$ cat src/rtl/cmo_pkg.sv
package cmo_pkg;

   typedef enum logic [1:0] {
      OP_INV_ALL  = 2'b00,
      OP_WB_INV   = 2'b01,
      OP_FLUSH    = 2'b10,
      OP_NT_STORE = 2'b11
   } cmo_op_e;

   localparam logic [1:0] SBC_NONE  = 2'b00;
   localparam logic [1:0] SBC_INV   = 2'b01;
   localparam logic [1:0] SBC_WBN   = 2'b10;
   localparam logic [1:0] SBC_WBINV = 2'b11;

   typedef enum logic [3:0] {
      ST_IDLE,
      ST_WB_SCAN,
      ST_WB_SEND,
      ST_INV_SCAN,
      ST_SBC_A,
      ST_SBC_B,
      ST_FL_LOOK,
      ST_FL_WB,
      ST_NT_WR,
      ST_DONE
   } seq_state_e;

endpackage

$ cat src/rtl/cmo_scan_ctr.sv
module cmo_scan_ctr #(
   parameter int LINES = 8
) (
   input  logic                     clk,
   input  logic                     rst_n,
   input  logic                     clear,
   input  logic                     step,
   output logic [$clog2(LINES)-1:0] idx,
   output logic                     last
);
   localparam int IDX_W = $clog2(LINES);

   logic [IDX_W-1:0] idx_q;

   always_ff @(posedge clk or negedge rst_n) begin
      if (!rst_n)     idx_q <= '0;
      else if (clear) idx_q <= '0;
      else if (step)  idx_q <= idx_q + 1'b1;
   end

   assign idx  = idx_q;
   assign last = (idx_q == IDX_W'(LINES - 1));

   // the walk advances one index per step, in ascending order
   a_r3_scan_step: assert property (@(posedge clk) disable iff (!rst_n)
      step && !clear |=> idx_q == IDX_W'($past(idx_q) + 1'b1));

endmodule

$ cat src/rtl/cmo_line_store.sv
module cmo_line_store #(
   parameter int LINES  = 8,
   parameter int ADDR_W = 12,
   parameter int DATA_W = 32
) (
   input  logic                            clk,
   input  logic                            rst_n,
   input  logic                            wt_mode,
   input  logic                            fill_en,
   input  logic [$clog2(LINES)-1:0]        fill_idx,
   input  logic [ADDR_W-$clog2(LINES)-1:0] fill_tag,
   input  logic [DATA_W-1:0]               fill_data,
   input  logic                            fill_dirty,
   input  logic [$clog2(LINES)-1:0]        sel_idx,
   input  logic                            kill_en,
   input  logic                            clean_en,
   output logic                            sel_valid,
   output logic                            sel_dirty,
   output logic [ADDR_W-$clog2(LINES)-1:0] sel_tag,
   output logic [DATA_W-1:0]               sel_data,
   input  logic [$clog2(LINES)-1:0]        probe_idx,
   output logic                            probe_valid,
   output logic                            probe_dirty,
   output logic [ADDR_W-$clog2(LINES)-1:0] probe_tag,
   output logic [DATA_W-1:0]               probe_data
);
   localparam int IDX_W = $clog2(LINES);
   localparam int TAG_W = ADDR_W - IDX_W;

   logic [LINES-1:0] v_vec;
   logic [LINES-1:0] d_vec;
   logic [TAG_W-1:0]  t_arr [LINES];
   logic [DATA_W-1:0] w_arr [LINES];

   for (genvar i = 0; i < LINES; i++) begin : g_line
      logic              v_r;
      logic              d_r;
      logic [TAG_W-1:0]  t_r;
      logic [DATA_W-1:0] w_r;
      logic              hit_sel;
      logic              hit_fill;

      assign hit_sel  = (sel_idx  == IDX_W'(i));
      assign hit_fill = (fill_idx == IDX_W'(i));

      always_ff @(posedge clk or negedge rst_n) begin
         if (!rst_n) begin
            v_r <= 1'b0;
            d_r <= 1'b0;
         end else if (kill_en && hit_sel) begin
            v_r <= 1'b0;
            d_r <= 1'b0;
         end else if (clean_en && hit_sel) begin
            d_r <= 1'b0;
         end else if (fill_en && hit_fill) begin
            v_r <= 1'b1;
            d_r <= fill_dirty && !wt_mode;
         end
      end

      always_ff @(posedge clk) begin
         if (fill_en && hit_fill) begin
            t_r <= fill_tag;
            w_r <= fill_data;
         end
      end

      assign v_vec[i] = v_r;
      assign d_vec[i] = d_r;
      assign t_arr[i] = t_r;
      assign w_arr[i] = w_r;

      // a modified line is always a present line
      a_r3_dirty_implies_valid: assert property (@(posedge clk) disable iff (!rst_n)
         d_r |-> v_r);
   end

   assign sel_valid   = v_vec[sel_idx];
   assign sel_dirty   = d_vec[sel_idx];
   assign sel_tag     = t_arr[sel_idx];
   assign sel_data    = w_arr[sel_idx];
   assign probe_valid = v_vec[probe_idx];
   assign probe_dirty = d_vec[probe_idx];
   assign probe_tag   = t_arr[probe_idx];
   assign probe_data  = w_arr[probe_idx];

endmodule

$ cat src/rtl/cmo_seq_ctrl.sv
module cmo_seq_ctrl
   import cmo_pkg::*;
#(
   parameter int LINES  = 8,
   parameter int ADDR_W = 12,
   parameter int DATA_W = 32
) (
   input  logic                            clk,
   input  logic                            rst_n,
   input  logic                            sbc_two,
   input  logic                            cmd_valid,
   output logic                            cmd_ready,
   input  logic [1:0]                      cmd_op,
   input  logic [ADDR_W-1:0]               cmd_addr,
   input  logic [DATA_W-1:0]               cmd_data,
   input  logic                            mem_ready,
   output logic                            mem_valid,
   output logic [ADDR_W-1:0]               mem_addr,
   output logic [DATA_W-1:0]               mem_data,
   output logic                            sbc_valid,
   output logic [1:0]                      sbc_code,
   output logic                            done,
   input  logic [$clog2(LINES)-1:0]        scan_idx,
   input  logic                            scan_last,
   output logic                            scan_clear,
   output logic                            scan_step,
   output logic [$clog2(LINES)-1:0]        sel_idx,
   input  logic                            sel_valid,
   input  logic                            sel_dirty,
   input  logic [ADDR_W-$clog2(LINES)-1:0] sel_tag,
   input  logic [DATA_W-1:0]               sel_data,
   output logic                            kill_en,
   output logic                            clean_en
);
   localparam int IDX_W = $clog2(LINES);

   seq_state_e        state_q, state_d;
   cmo_op_e           op_q;
   logic [ADDR_W-1:0] addr_q;
   logic [DATA_W-1:0] data_q;
   logic              two_q;
   logic              use_scan;
   logic              hit;
   logic              accept;

   assign cmd_ready = (state_q == ST_IDLE);
   assign accept    = cmd_ready && cmd_valid;
   assign sel_idx   = use_scan ? scan_idx : addr_q[IDX_W-1:0];
   assign hit       = sel_valid && (sel_tag == addr_q[ADDR_W-1:IDX_W]);

   always_ff @(posedge clk or negedge rst_n) begin
      if (!rst_n) begin
         state_q <= ST_IDLE;
         op_q    <= OP_INV_ALL;
         addr_q  <= '0;
         data_q  <= '0;
         two_q   <= 1'b0;
      end else begin
         state_q <= state_d;
         if (accept) begin
            op_q   <= cmo_op_e'(cmd_op);
            addr_q <= cmd_addr;
            data_q <= cmd_data;
            two_q  <= sbc_two;
         end
      end
   end

   always_comb begin
      state_d    = state_q;
      scan_clear = 1'b0;
      scan_step  = 1'b0;
      kill_en    = 1'b0;
      clean_en   = 1'b0;
      mem_valid  = 1'b0;
      mem_addr   = '0;
      mem_data   = '0;
      sbc_valid  = 1'b0;
      sbc_code   = SBC_NONE;
      done       = 1'b0;
      use_scan   = 1'b0;
      unique case (state_q)
         ST_IDLE: begin
            scan_clear = 1'b1;
            if (cmd_valid) begin
               unique case (cmo_op_e'(cmd_op))
                  OP_INV_ALL:  state_d = ST_INV_SCAN;
                  OP_WB_INV:   state_d = ST_WB_SCAN;
                  OP_FLUSH:    state_d = ST_FL_LOOK;
                  OP_NT_STORE: state_d = ST_NT_WR;
                  default:     state_d = ST_IDLE;
               endcase
            end
         end
         ST_WB_SCAN: begin
            use_scan = 1'b1;
            if (sel_valid && sel_dirty) begin
               state_d = ST_WB_SEND;
            end else begin
               scan_step = 1'b1;
               if (scan_last) state_d = ST_INV_SCAN;
            end
         end
         ST_WB_SEND: begin
            use_scan  = 1'b1;
            mem_valid = 1'b1;
            mem_addr  = {sel_tag, scan_idx};
            mem_data  = sel_data;
            if (mem_ready) begin
               clean_en  = 1'b1;
               scan_step = 1'b1;
               state_d   = scan_last ? ST_INV_SCAN : ST_WB_SCAN;
            end
         end
         ST_INV_SCAN: begin
            use_scan  = 1'b1;
            kill_en   = 1'b1;
            scan_step = 1'b1;
            if (scan_last) state_d = ST_SBC_A;
         end
         ST_SBC_A: begin
            sbc_valid = 1'b1;
            if (op_q == OP_INV_ALL) begin
               sbc_code = SBC_INV;
               state_d  = ST_DONE;
            end else if (two_q) begin
               sbc_code = SBC_WBN;
               state_d  = ST_SBC_B;
            end else begin
               sbc_code = SBC_WBINV;
               state_d  = ST_DONE;
            end
         end
         ST_SBC_B: begin
            sbc_valid = 1'b1;
            sbc_code  = SBC_INV;
            state_d   = ST_DONE;
         end
         ST_FL_LOOK: begin
            if (hit && sel_dirty) begin
               state_d = ST_FL_WB;
            end else begin
               kill_en = hit;
               state_d = ST_DONE;
            end
         end
         ST_FL_WB: begin
            mem_valid = 1'b1;
            mem_addr  = addr_q;
            mem_data  = sel_data;
            if (mem_ready) begin
               kill_en = 1'b1;
               state_d = ST_DONE;
            end
         end
         ST_NT_WR: begin
            mem_valid = 1'b1;
            mem_addr  = addr_q;
            mem_data  = data_q;
            if (mem_ready) begin
               kill_en = hit;
               state_d = ST_DONE;
            end
         end
         ST_DONE: begin
            done    = 1'b1;
            state_d = ST_IDLE;
         end
         default: state_d = ST_IDLE;
      endcase
   end

   // a pending memory write keeps address and data until taken
   a_r5_mem_hold: assert property (@(posedge clk) disable iff (!rst_n)
      mem_valid && !mem_ready |=> mem_valid && $stable(mem_addr) && $stable(mem_data));

   // the writeback notice is always followed by the invalidate notice
   a_r4_notice_order: assert property (@(posedge clk) disable iff (!rst_n)
      sbc_valid && sbc_code == SBC_WBN |=> sbc_valid && sbc_code == SBC_INV);

   // done follows the final notice and lasts one cycle
   a_r10_done_after_notice: assert property (@(posedge clk) disable iff (!rst_n)
      sbc_valid && sbc_code != SBC_WBN |=> done);
   a_r10_done_pulse: assert property (@(posedge clk) disable iff (!rst_n)
      done |=> !done);
   a_r10_idle_quiet: assert property (@(posedge clk) disable iff (!rst_n)
      cmd_ready |-> !done && !mem_valid && !sbc_valid);

   // invalidate-all never writes memory
   a_r2_no_write_on_inv: assert property (@(posedge clk) disable iff (!rst_n)
      !cmd_ready && op_q == OP_INV_ALL |-> !mem_valid);

   // a flush miss completes in the next cycle with no traffic
   a_r8_miss_quiet: assert property (@(posedge clk) disable iff (!rst_n)
      state_q == ST_FL_LOOK && !hit |=> done && !mem_valid && !sbc_valid);

   // only modified lines reach the memory port during the scan
   a_r3_only_dirty_sent: assert property (@(posedge clk) disable iff (!rst_n)
      state_q == ST_WB_SEND |-> sel_valid && sel_dirty);

endmodule

$ cat src/rtl/cmo_sequencer.sv
module cmo_sequencer #(
   parameter int LINES  = 8,
   parameter int ADDR_W = 12,
   parameter int DATA_W = 32
) (
   input  logic              clk,
   input  logic              rst_n,
   input  logic              wt_mode,
   input  logic              sbc_two,
   input  logic              cmd_valid,
   output logic              cmd_ready,
   input  logic [1:0]        cmd_op,
   input  logic [ADDR_W-1:0] cmd_addr,
   input  logic [DATA_W-1:0] cmd_data,
   input  logic              acc_valid,
   output logic              acc_ready,
   input  logic [ADDR_W-1:0] acc_addr,
   input  logic [DATA_W-1:0] acc_data,
   input  logic              acc_dirty,
   input  logic [ADDR_W-1:0] probe_addr,
   output logic              probe_hit,
   output logic              probe_dirty,
   output logic [DATA_W-1:0] probe_data,
   output logic              mem_valid,
   input  logic              mem_ready,
   output logic [ADDR_W-1:0] mem_addr,
   output logic [DATA_W-1:0] mem_data,
   output logic              sbc_valid,
   output logic [1:0]        sbc_code,
   output logic              done
);
   localparam int IDX_W = $clog2(LINES);
   localparam int TAG_W = ADDR_W - IDX_W;

   if (LINES < 2 || (LINES & (LINES - 1)) != 0) begin : g_bad_lines
      $error("LINES must be a power of two of at least 2");
   end
   if (TAG_W < 1) begin : g_bad_addr
      $error("ADDR_W must exceed the index width");
   end
   if (DATA_W < 1) begin : g_bad_data
      $error("DATA_W must be positive");
   end

   logic [IDX_W-1:0] scan_idx;
   logic             scan_last;
   logic             scan_clear;
   logic             scan_step;
   logic [IDX_W-1:0] sel_idx;
   logic             sel_valid;
   logic             sel_dirty;
   logic [TAG_W-1:0] sel_tag;
   logic [DATA_W-1:0] sel_data;
   logic             kill_en;
   logic             clean_en;
   logic             fill_en;
   logic             pr_valid;
   logic             pr_dirty;
   logic [TAG_W-1:0] pr_tag;

   assign acc_ready   = cmd_ready;
   assign fill_en     = acc_valid && acc_ready;
   assign probe_hit   = pr_valid && (pr_tag == probe_addr[ADDR_W-1:IDX_W]);
   assign probe_dirty = probe_hit && pr_dirty;

   cmo_scan_ctr #(.LINES(LINES)) u_scan (
      .clk   (clk),
      .rst_n (rst_n),
      .clear (scan_clear),
      .step  (scan_step),
      .idx   (scan_idx),
      .last  (scan_last)
   );

   cmo_line_store #(.LINES(LINES), .ADDR_W(ADDR_W), .DATA_W(DATA_W)) u_store (
      .clk         (clk),
      .rst_n       (rst_n),
      .wt_mode     (wt_mode),
      .fill_en     (fill_en),
      .fill_idx    (acc_addr[IDX_W-1:0]),
      .fill_tag    (acc_addr[ADDR_W-1:IDX_W]),
      .fill_data   (acc_data),
      .fill_dirty  (acc_dirty),
      .sel_idx     (sel_idx),
      .kill_en     (kill_en),
      .clean_en    (clean_en),
      .sel_valid   (sel_valid),
      .sel_dirty   (sel_dirty),
      .sel_tag     (sel_tag),
      .sel_data    (sel_data),
      .probe_idx   (probe_addr[IDX_W-1:0]),
      .probe_valid (pr_valid),
      .probe_dirty (pr_dirty),
      .probe_tag   (pr_tag),
      .probe_data  (probe_data)
   );

   cmo_seq_ctrl #(.LINES(LINES), .ADDR_W(ADDR_W), .DATA_W(DATA_W)) u_ctrl (
      .clk        (clk),
      .rst_n      (rst_n),
      .sbc_two    (sbc_two),
      .cmd_valid  (cmd_valid),
      .cmd_ready  (cmd_ready),
      .cmd_op     (cmd_op),
      .cmd_addr   (cmd_addr),
      .cmd_data   (cmd_data),
      .mem_ready  (mem_ready),
      .mem_valid  (mem_valid),
      .mem_addr   (mem_addr),
      .mem_data   (mem_data),
      .sbc_valid  (sbc_valid),
      .sbc_code   (sbc_code),
      .done       (done),
      .scan_idx   (scan_idx),
      .scan_last  (scan_last),
      .scan_clear (scan_clear),
      .scan_step  (scan_step),
      .sel_idx    (sel_idx),
      .sel_valid  (sel_valid),
      .sel_dirty  (sel_dirty),
      .sel_tag    (sel_tag),
      .sel_data   (sel_data),
      .kill_en    (kill_en),
      .clean_en   (clean_en)
   );

endmodule

$ cat config.mk
export PLATFORM = sky130hd
export DESIGN_NAME = cmo_sequencer
export DESIGN_NICKNAME = d
export VERILOG_FILES = /design/src/rtl/cmo_pkg.sv /design/src/rtl/cmo_scan_ctr.sv /design/src/rtl/cmo_line_store.sv /design/src/rtl/cmo_seq_ctrl.sv /design/src/rtl/cmo_sequencer.sv
export SDC_FILE = /design/constraint.sdc
export NUM_CORES = 1
export LEC_CHECK = 0
export BUFFER_PORTS_ARGS = -buffer_cell sky130_fd_sc_hd__buf_2
export CORE_ASPECT_RATIO = 0.9
export CORE_UTILIZATION = 33
export CTS_CLUSTER_DIAMETER = 40
export DETAILED_ROUTE_END_ITERATION = 10
export PLACE_DENSITY = 0.62
export SLEW_MARGIN = 20
export SYNTH_ARGS = -nofsm -noshare
export SYNTH_HDL_FRONTEND = slang
export SYNTH_SLANG_ARGS = --single-unit
$ cat constraint.sdc
create_clock -name clk -period 4.95 [get_ports clk]
set_input_delay 0 -clock clk [delete_from_list [all_inputs] [get_ports clk]]
set_output_delay 0 -clock clk [all_outputs]
set_load 0.005 [all_outputs]
==> impl_metrics.yaml, run 1 <==
run_status:
  status: "complete, no violations"
yosys:
  yosysTopAreaCell: "edfxtp_1"
  synth_area_um2: 18900
  synth.avg_cell_area_um2: 13.83
  synth-seq-cells: 398
  synth_edf_count: 328
  syn_nets: 1478
  synth_ff_type: "edfxtp_1"
  synth_common_cells: "edfxtp_1, nand2_1, mux4_2"
  synth-seq-area-share_pct: 61.39
  ys_top_cells_by_area: "edfxtp_1, mux4_2, dfrtp_1"
  synth_top_area_share_pct: 52.12
  synth.yosys.warnings: 0
  ys_types: 67
  async_flop_share_pct: 17.59
  synth_cells: 1366
  synthMostInstantiatedCell: "edfxtp_1"
place:
  place.gp.congestion: 0.9248
  io_buffer_count: 194
  dp.final_hpwl_mm: 37.29
  place_ws_ns: 0.8002
clocking:
  cts_setup_buffers: 0
  tritoncts: "yes"
  cts_inserted_buffers: 59
  cts_root_buf: "clkbuf_16"
  clock_latency_ns: 0.63
  clock_sinks: 398
  cts_max_path_buffers: 3
  clkSlewWorstSetupHoldPaths_ns: 0.06
  htreeDepth: 2
route:
  wire_per_inst_um: 24.60
  vias: 13940
  drc: 0
  ant_nets: 0
  drtIter0Drc: 1594
  first_pass_iters: 6
  avgViaCountPerCell: 5.682
  wl_mm: 60.35
layout:
  areaGrowthSynthToFinish_pct: 26.07
  drive_gt1_share_pct: 31.56
  fillers: 5103
  multi_input_area_um2: 6917
  seqCellArea_um2: 11600
  nets: 1756
sta:
  grt_setup_unrepaired: "no"
  setup_violations: 0
  hold_viol: 0
  fmax_mhz: 221.9
  fin_crit_sh_pct: 91.05
  finClkSkew_ns: 0.03211
  relSlewSlack_pct: 27.43
  fin_ws_ns: 0.4432
  fin_tns_setup_ns: 0
  tightest_slew_ns: 1.086
  min_period_ns: 4.507
  slew_violations: 0
hold_path:
  hold_start: "acc_addr[1]"
  min_to: "u_store.g_line[3].w_r[11]$_DFFE_PP_"
  worstHoldPathType: "input port to flop"
  min_delay_path_depth: 3
critical_path:
  crit_fanout: 26
  start_kind: "flop"
  critPathKind: "flop to output pin"
  cp.arrival_ns: 4.51
  cp_data_required_time_ns: 4.95
  r2r-end: "u_store.g_line[7].d_r$_DFFE_PN0P_"
  cp-end-kind: "output pin"
  rr_worst_depth: 9
  r2r-start: "u_ctrl.state_q[3]$_DFFE_PN0P_"
  rrSetupSlack_ns: 0.61
grt:
  grt_pass1_vias: 14050
  grt_max_degree: 59
  gr-usage-all-layers_pct: 20.66
  grt_pass1_wl_mm: 89.89
  grt_overflow_total: 0
  antenna_found_initial: 9
die:
  die_x_um: 254.3
  start_util_pct: 33.67
  die_area_um2: 58230
  core_area_um2: 56120
  fp.dieH_um: 229.0
  io_pins: 195
  rows: 82
power_and_ir_drop:
  leakagePower_nw: 8.513
  p_per_area_nw_per_um2: 599.2
  ir_worst_vdd_v: 0.0003320
run:
  maxCapViolCount: 0
final cells by class:
class                   count  area share [%]
multi-input cells         854           29.03
clock buffers              66           6.481
clock inverters            46           2.332
flip-flops and latches    398           48.69
repair buffers            325           9.374
well taps                 756           3.970
inverters                   6         0.09453
diodes                      2         0.02101
registers in the layout, summed over array words and instances (netlist names):
| signal | flops |
|---|---|
| u_store.g_line.t_r | 72 |
| u_scan.idx | 3 |
| u_ctrl.data_q | 32 |
| u_ctrl.addr_q | 12 |
| u_store.g_line.w_r | 256 |
| u_ctrl.two_q | 1 |
| u_store.g_line.d_r | 8 |
| u_ctrl.state_q | 4 |
| u_store.g_line.v_r | 8 |
| u_ctrl.op_q | 2 |
worst max path at each step:
stage,cells after the start,slack [ns],from,end
2_1_floorplan,10,1.12,u_ctrl.state_q[2]$_DFFE_PN0P_,u_store.g_line[3].d_r$_DFFE_PN0P_
3_3_place_gp,9,0.97,u_ctrl.state_q[3]$_DFFE_PN0P_,u_store.g_line[7].d_r$_DFFE_PN0P_
3_5_place_dp,9,0.80,u_ctrl.state_q[0]$_DFFE_PN0P_,u_ctrl.state_q[2]$_DFFE_PN0P_
4_1_cts,10,0.55,u_ctrl.state_q[0]$_DFFE_PN0P_,mem_data[19]
5_1_grt,9,0.31,u_ctrl.state_q[0]$_DFFE_PN0P_,mem_data[0]
6_report,9,0.44,u_ctrl.state_q[0]$_DFFE_PN0P_,mem_data[0]
report_power, final:
part	internal, mW	switching, mW	total [mW]
logic	1.96	3.61	5.57
clock network	2.75	1.62	4.36
registers	4.00	0.339	4.34
total	8.71	5.57	14.3
cells in the final DEF, fill, tap and decap left out, drive strengths merged, types with 3 or more instances in the layout:
cell type and instances:
mux2i 20, nor3 7, a311oi 15, o211ai 5, nand2 201, clkinv 22, a21boi 3, xor2 6
mux2 80, a21oi 47, nand3 8, a31oi 52, or2 3, o21ai 61, nand4 4, xnor2 11
dfrtp 70, nand2b 10, dlygate4sd3 92, mux4 86, clkbuf 66, a211oi 17, and3 19, inv 17
clkinvlp 4, o22ai 35, a22o 3, bufinv 9, o32a 7, o221ai 47, nor2b 3, edfxtp 328
a22oi 4, nor2 65, or3 3, buf 233
what timing repair did:
item / 4_1_cts / 5_1_grt
hold buffers: 92 / 0
setup endpoints to repair: 0 / 0
endpoints found under the hold margin: 464 / 0
gates resized for setup: 0 / 0
layer usage:
metal | vias to the layer above | GRT usage [%] | part of all wire, %
met5 | - | 0 | 0.11
met4 | 10 | 6.043 | 2.3
met3 | 124 | 4.728 | 9.6
met2 | 804 | 32.56 | 47
met1 | 7013 | 28.34 | 41
li1 | 5987 | - | -
logic make-up after synthesis:
logic type	synth area share, %
buf+inv	2.556
fa+ha+maj	0.1854
mux	16.08
compound gates	11.43
xor+xnor	0.8276
simple gates	7.534
flops	61.39
critical path: stages (launching register included):
cell and delay, ns:
dfrtp_1 0.66, or2_1 0.56, and3_1 0.36, or2_2 0.65, buf_4 0.41, o221ai_1 0.19
a31oi_1 0.22, nor2_1 0.05, o21ai_0 0.55, buf_2 0.23
through the flow:
stage | power, mW | instance area, um2 | std cells | utilization [%] | hold WS [ns]
after floorplan | 7.815 | 18910 | 1366 | - | -0.2956
after global placement | 9.744 | 20800 | 2247 | 37.06 | -0.1493
after detailed placement | 9.828 | 20800 | 2247 | 37.06 | -0.1460
after CTS | 14.28 | 23820 | 2451 | 42.44 | 0.01392
after global routing | 14.93 | 23820 | 2453 | 42.45 | 0.04520
final | 14.28 | 23820 | 2453 | 42.45 | 0.03891
Power figures use the tool's default switching activity.
==> inputs of run 2 (changes only) <==
Settings changed: ABC_AREA set to 1, PLACE_DENSITY 0.62 to 0.61.
==> run 2 against run 1 <==
Effect of this change: the run now ends with negative hold slack left; routed wire length grew 6.8%; combinational power shrank 3%; die area grew 0.42%; cell area grew 0.91%; via count grew 18%; utilization shrank 0.21 points; sequential cell count is the same; largest power group unchanged.
==> impl_metrics.yaml, run 2 <==
route:
  ant_nets: 0
  wire_per_inst_um: 21.55
  vias: 16470
  drc: 0
  topRoutingLayerUsed: "met5"
  routed-wl-met3_mm: 6.263
  avgViaCountPerCell: 5.508
  wl_mm: 64.44
  met1_length_mm: 27.14
  drtIter0Drc: 1738
  first_pass_iters: 5
  wl_met2_mm: 29.59
clocking:
  tritoncts: "yes"
  cts_inserted_buffers: 60
  htreeDepth: 2
  clock_sinks: 398
  cts_setup_buffers: 0
  clock_latency_ns: 0.62
  post_cts_resized: 0
  cts_max_path_buffers: 3
  cts_root_buf: "clkbuf_16"
  cts_hold_buffers: 112
  clkSlewWorstSetupHoldPaths_ns: 0.05
yosys:
  synth-seq-area-share_pct: 61.13
  synthMuxAreaShare_pct: 2.017
  synth_area_um2: 18980
  yosysTopAreaCell: "edfxtp_1"
  synth_edf_count: 328
  synthXorXnorAreaFrac_pct: 0.2307
  synth_top_family_by_area: "compound AO/OA/AOI/OAI gates"
  synth.yosys.warnings: 0
  synth-seq-cells: 398
  synth_common_cells: "edfxtp_1, nor2_1, o21ai_0"
  async_flop_share_pct: 17.59
  synthAdderAreaFrac_pct: 0.1319
  synth_cells: 1900
  synth_ff_type: "edfxtp_1"
  ys_types: 45
  synth_compound_area_share_pct: 18.00
  synth_simple_gate_area_share_pct: 13.13
  syn_nets: 2012
  synth.avg_cell_area_um2: 9.989
  ys_top_cells_by_area: "edfxtp_1, dfrtp_1, o21ai_0"
  synthMostInstantiatedCell: "edfxtp_1"
  synth_top_area_share_pct: 51.90
layout:
  areaGrowthSynthToFinish_pct: 26.68
  largest_reg_flops: 256
  final_cell_mix: "edfxtp_1, nor2_1, o21ai_0"
  mostFrequentLayoutCell: "edfxtp_1"
  drive_gt1_share_pct: 18.12
  regMostFlops: "u_store.g_line.w_r"
  nets: 2284
  reg.largest.list: "u_store.g_line.w_r x256, u_store.g_line.t_r x72, u_ctrl.data_q x32"
sta:
  slew_violations: 0
  fin_crit_sh_pct: 85.46
  relSlewSlack_pct: 28.24
  hold_viol: 9
  setup_violations: 0
  fmax_mhz: 236.4
  timing.hold.ws_ns: -0.02356
  tightest_slew_ns: 1.074
  min_period_ns: 4.230
  finClkSkew_ns: 0.02255
  fin_tns_setup_ns: 0
  grt_setup_unrepaired: "no"
critical_path:
  crit_buf_inv: 4
  cp_slowest_cell: "inv_2"
  rrSetupSlack_ns: 1.34
  crit_fanout: 39
  cp-end-kind: "output pin"
  cp_data_required_time_ns: 4.95
  crit_chain: "inv_2 -> nand2_4 -> nand2_4 -> nand2_2 -> nand2_2 -> nor2_1 -> inv_2 -> buf_4 -> o22ai_1 -> o21ai_0 -> a32o_1 -> buf_2"
  cp_top_family: "buffers and inverters"
  cp.arrival_ns: 4.23
  critPathLaunch: "u_ctrl.state_q[0]$_DFFE_PN0P_"
  r2r-end: "u_store.g_line[0].d_r$_DFFE_PN0P_"
  start_kind: "flop"
  critPathMaxStageDelay_ns: 0.77
  rr_worst_depth: 17
  critPathKind: "flop to output pin"
  r2r-start: "u_ctrl.state_q[2]$_DFFE_PN0P_"
die:
  fp.dieH_um: 229.5
  core_area_um2: 56910
  die_area_um2: 58470
  start_util_pct: 33.35
  die_x_um: 254.8
  rows: 83
  io_pins: 195
power_and_ir_drop:
  intPower_mw: 8.594
  ir_worst_vdd_v: 0.0003696
  switching_share_pct: 39.30
  p_per_area_nw_per_um2: 588.8
  p_sw_mw: 5.563
  p_comb_share_pct: 38.2
  power_frac_seq_pct: 30.1
  leakagePower_nw: 9.241
  p_clk_share_pct: 31.7
hold_path:
  hold_start: "acc_addr[1]"
  min_to: "u_store.g_line[3].t_r[2]$_DFFE_PP_"
  worstHoldPathType: "input port to flop"
  min_delay_path_depth: 3
grt:
  grt_overflow_total: 0
  grt_pass1_vias: 16220
  grt_max_degree: 92
  grt_pass1_wl_mm: 96.03
  antenna_found_initial: 5
  gr-usage-all-layers_pct: 21.54
run_status:
  status: "finished, violations left"
  failed_checks: "negative hold slack"
place:
  io_buffer_count: 194
  place.gp.congestion: 0.9219
  dp.final_hpwl_mm: 37.64
run:
  maxCapViolCount: 0
-- run 2: changes by cell type in the layout (fill, tap and decap cells not counted), moves of 21 or more --
cell | before | now
nor2_1 | 55 | 278
o21ai_0 | 60 | 260
o22ai_1 | 35 | 161
inv_1 | 6 | 115
mux4_2 | 86 | 0
nand3_1 | 8 | 71
mux2_2 | 80 | 34
nand2_1 | 199 | 242
o221ai_1 | 43 | 2
a32o_1 | 0 | 33
a21oi_1 | 47 | 68
-- run 2: power by group through the flow --
| stage | Combinational, mW | Sequential [mW] | Clock [mW] |
|---|---|---|---|
| 3_3_place_gp | 5.06 | 4.30 | 0 |
| 3_5_place_dp | 5.13 | 4.30 | 0 |
| 6_report | 5.41 | 4.25 | 4.49 |
| 4_1_cts | 5.30 | 4.24 | 4.55 |
| 2_1_floorplan | 3.42 | 4.22 | 0 |
| 5_1_grt | 5.86 | 4.29 | 4.69 |
-- run 2: area by class of cell --
type                    instances  area [um2]
repair buffers                340        2415
diodes                          1       2.502
flip-flops and latches        398       11600
clock inverters                42       548.0
multi-input cells            1248        6442
fillers                      5354       32870
inverters                     124       467.9
well taps                     765       957.2
clock buffers                  72        1608
-- run 2: per-layer routing --
layer | global-route usage [%] | vias to the layer above
met5 | 0 | -
met4 | 7.242 | 8
met3 | 4.739 | 108
met2 | 33.81 | 886
met1 | 29.29 | 8057
li1 | - | 7410
-- run 2: stage by stage --
stage / power, mW / util [%] / area [um2] / std cells / setup WS, ns
detailed placement: 9.429 / 36.43 / 20730 / 2762 / 1.395
CTS: 14.09 / 42.21 / 24020 / 2988 / 0.7849
finish: 14.16 / 42.25 / 24040 / 2990 / 0.7198
global route: 14.84 / 42.25 / 24040 / 2990 / 0.5767
global placement: 9.354 / 36.43 / 20730 / 2762 / 1.477
floorplan: 7.644 / - / 18980 / 1900 / 1.289
-- run 2: logic make-up after synthesis --
group	Yosys count
AO/OA/AOI/OAI	585
XOR/XNOR	5
adder cells (fa/ha/maj)	2
buffers and inverters	254
flip-flops	398
multiplexers	34
AND/OR/NAND/NOR	622
-- run 2: tightest hold or removal path, stage by stage --
cell and delay, ns:
buf_2 0.11, nand2_1 0.15, nor2_4 0.13
-- run 2: how the worst max path moves through the flow --
stage / depth (start not counted) / endpoint / slack (ns)
2_1_floorplan: 10 / u_store.g_line[2].d_r$_DFFE_PN0P_ / 1.29
5_1_grt: 12 / mem_data[27] / 0.58
6_report: 12 / mem_data[16] / 0.72
4_1_cts: 12 / mem_data[27] / 0.78
3_3_place_gp: 8 / u_store.g_line[3].w_r[26]$_DFFE_PP_ / 1.48
3_5_place_dp: 8 / u_store.g_line[3].w_r[11]$_DFFE_PP_ / 1.40
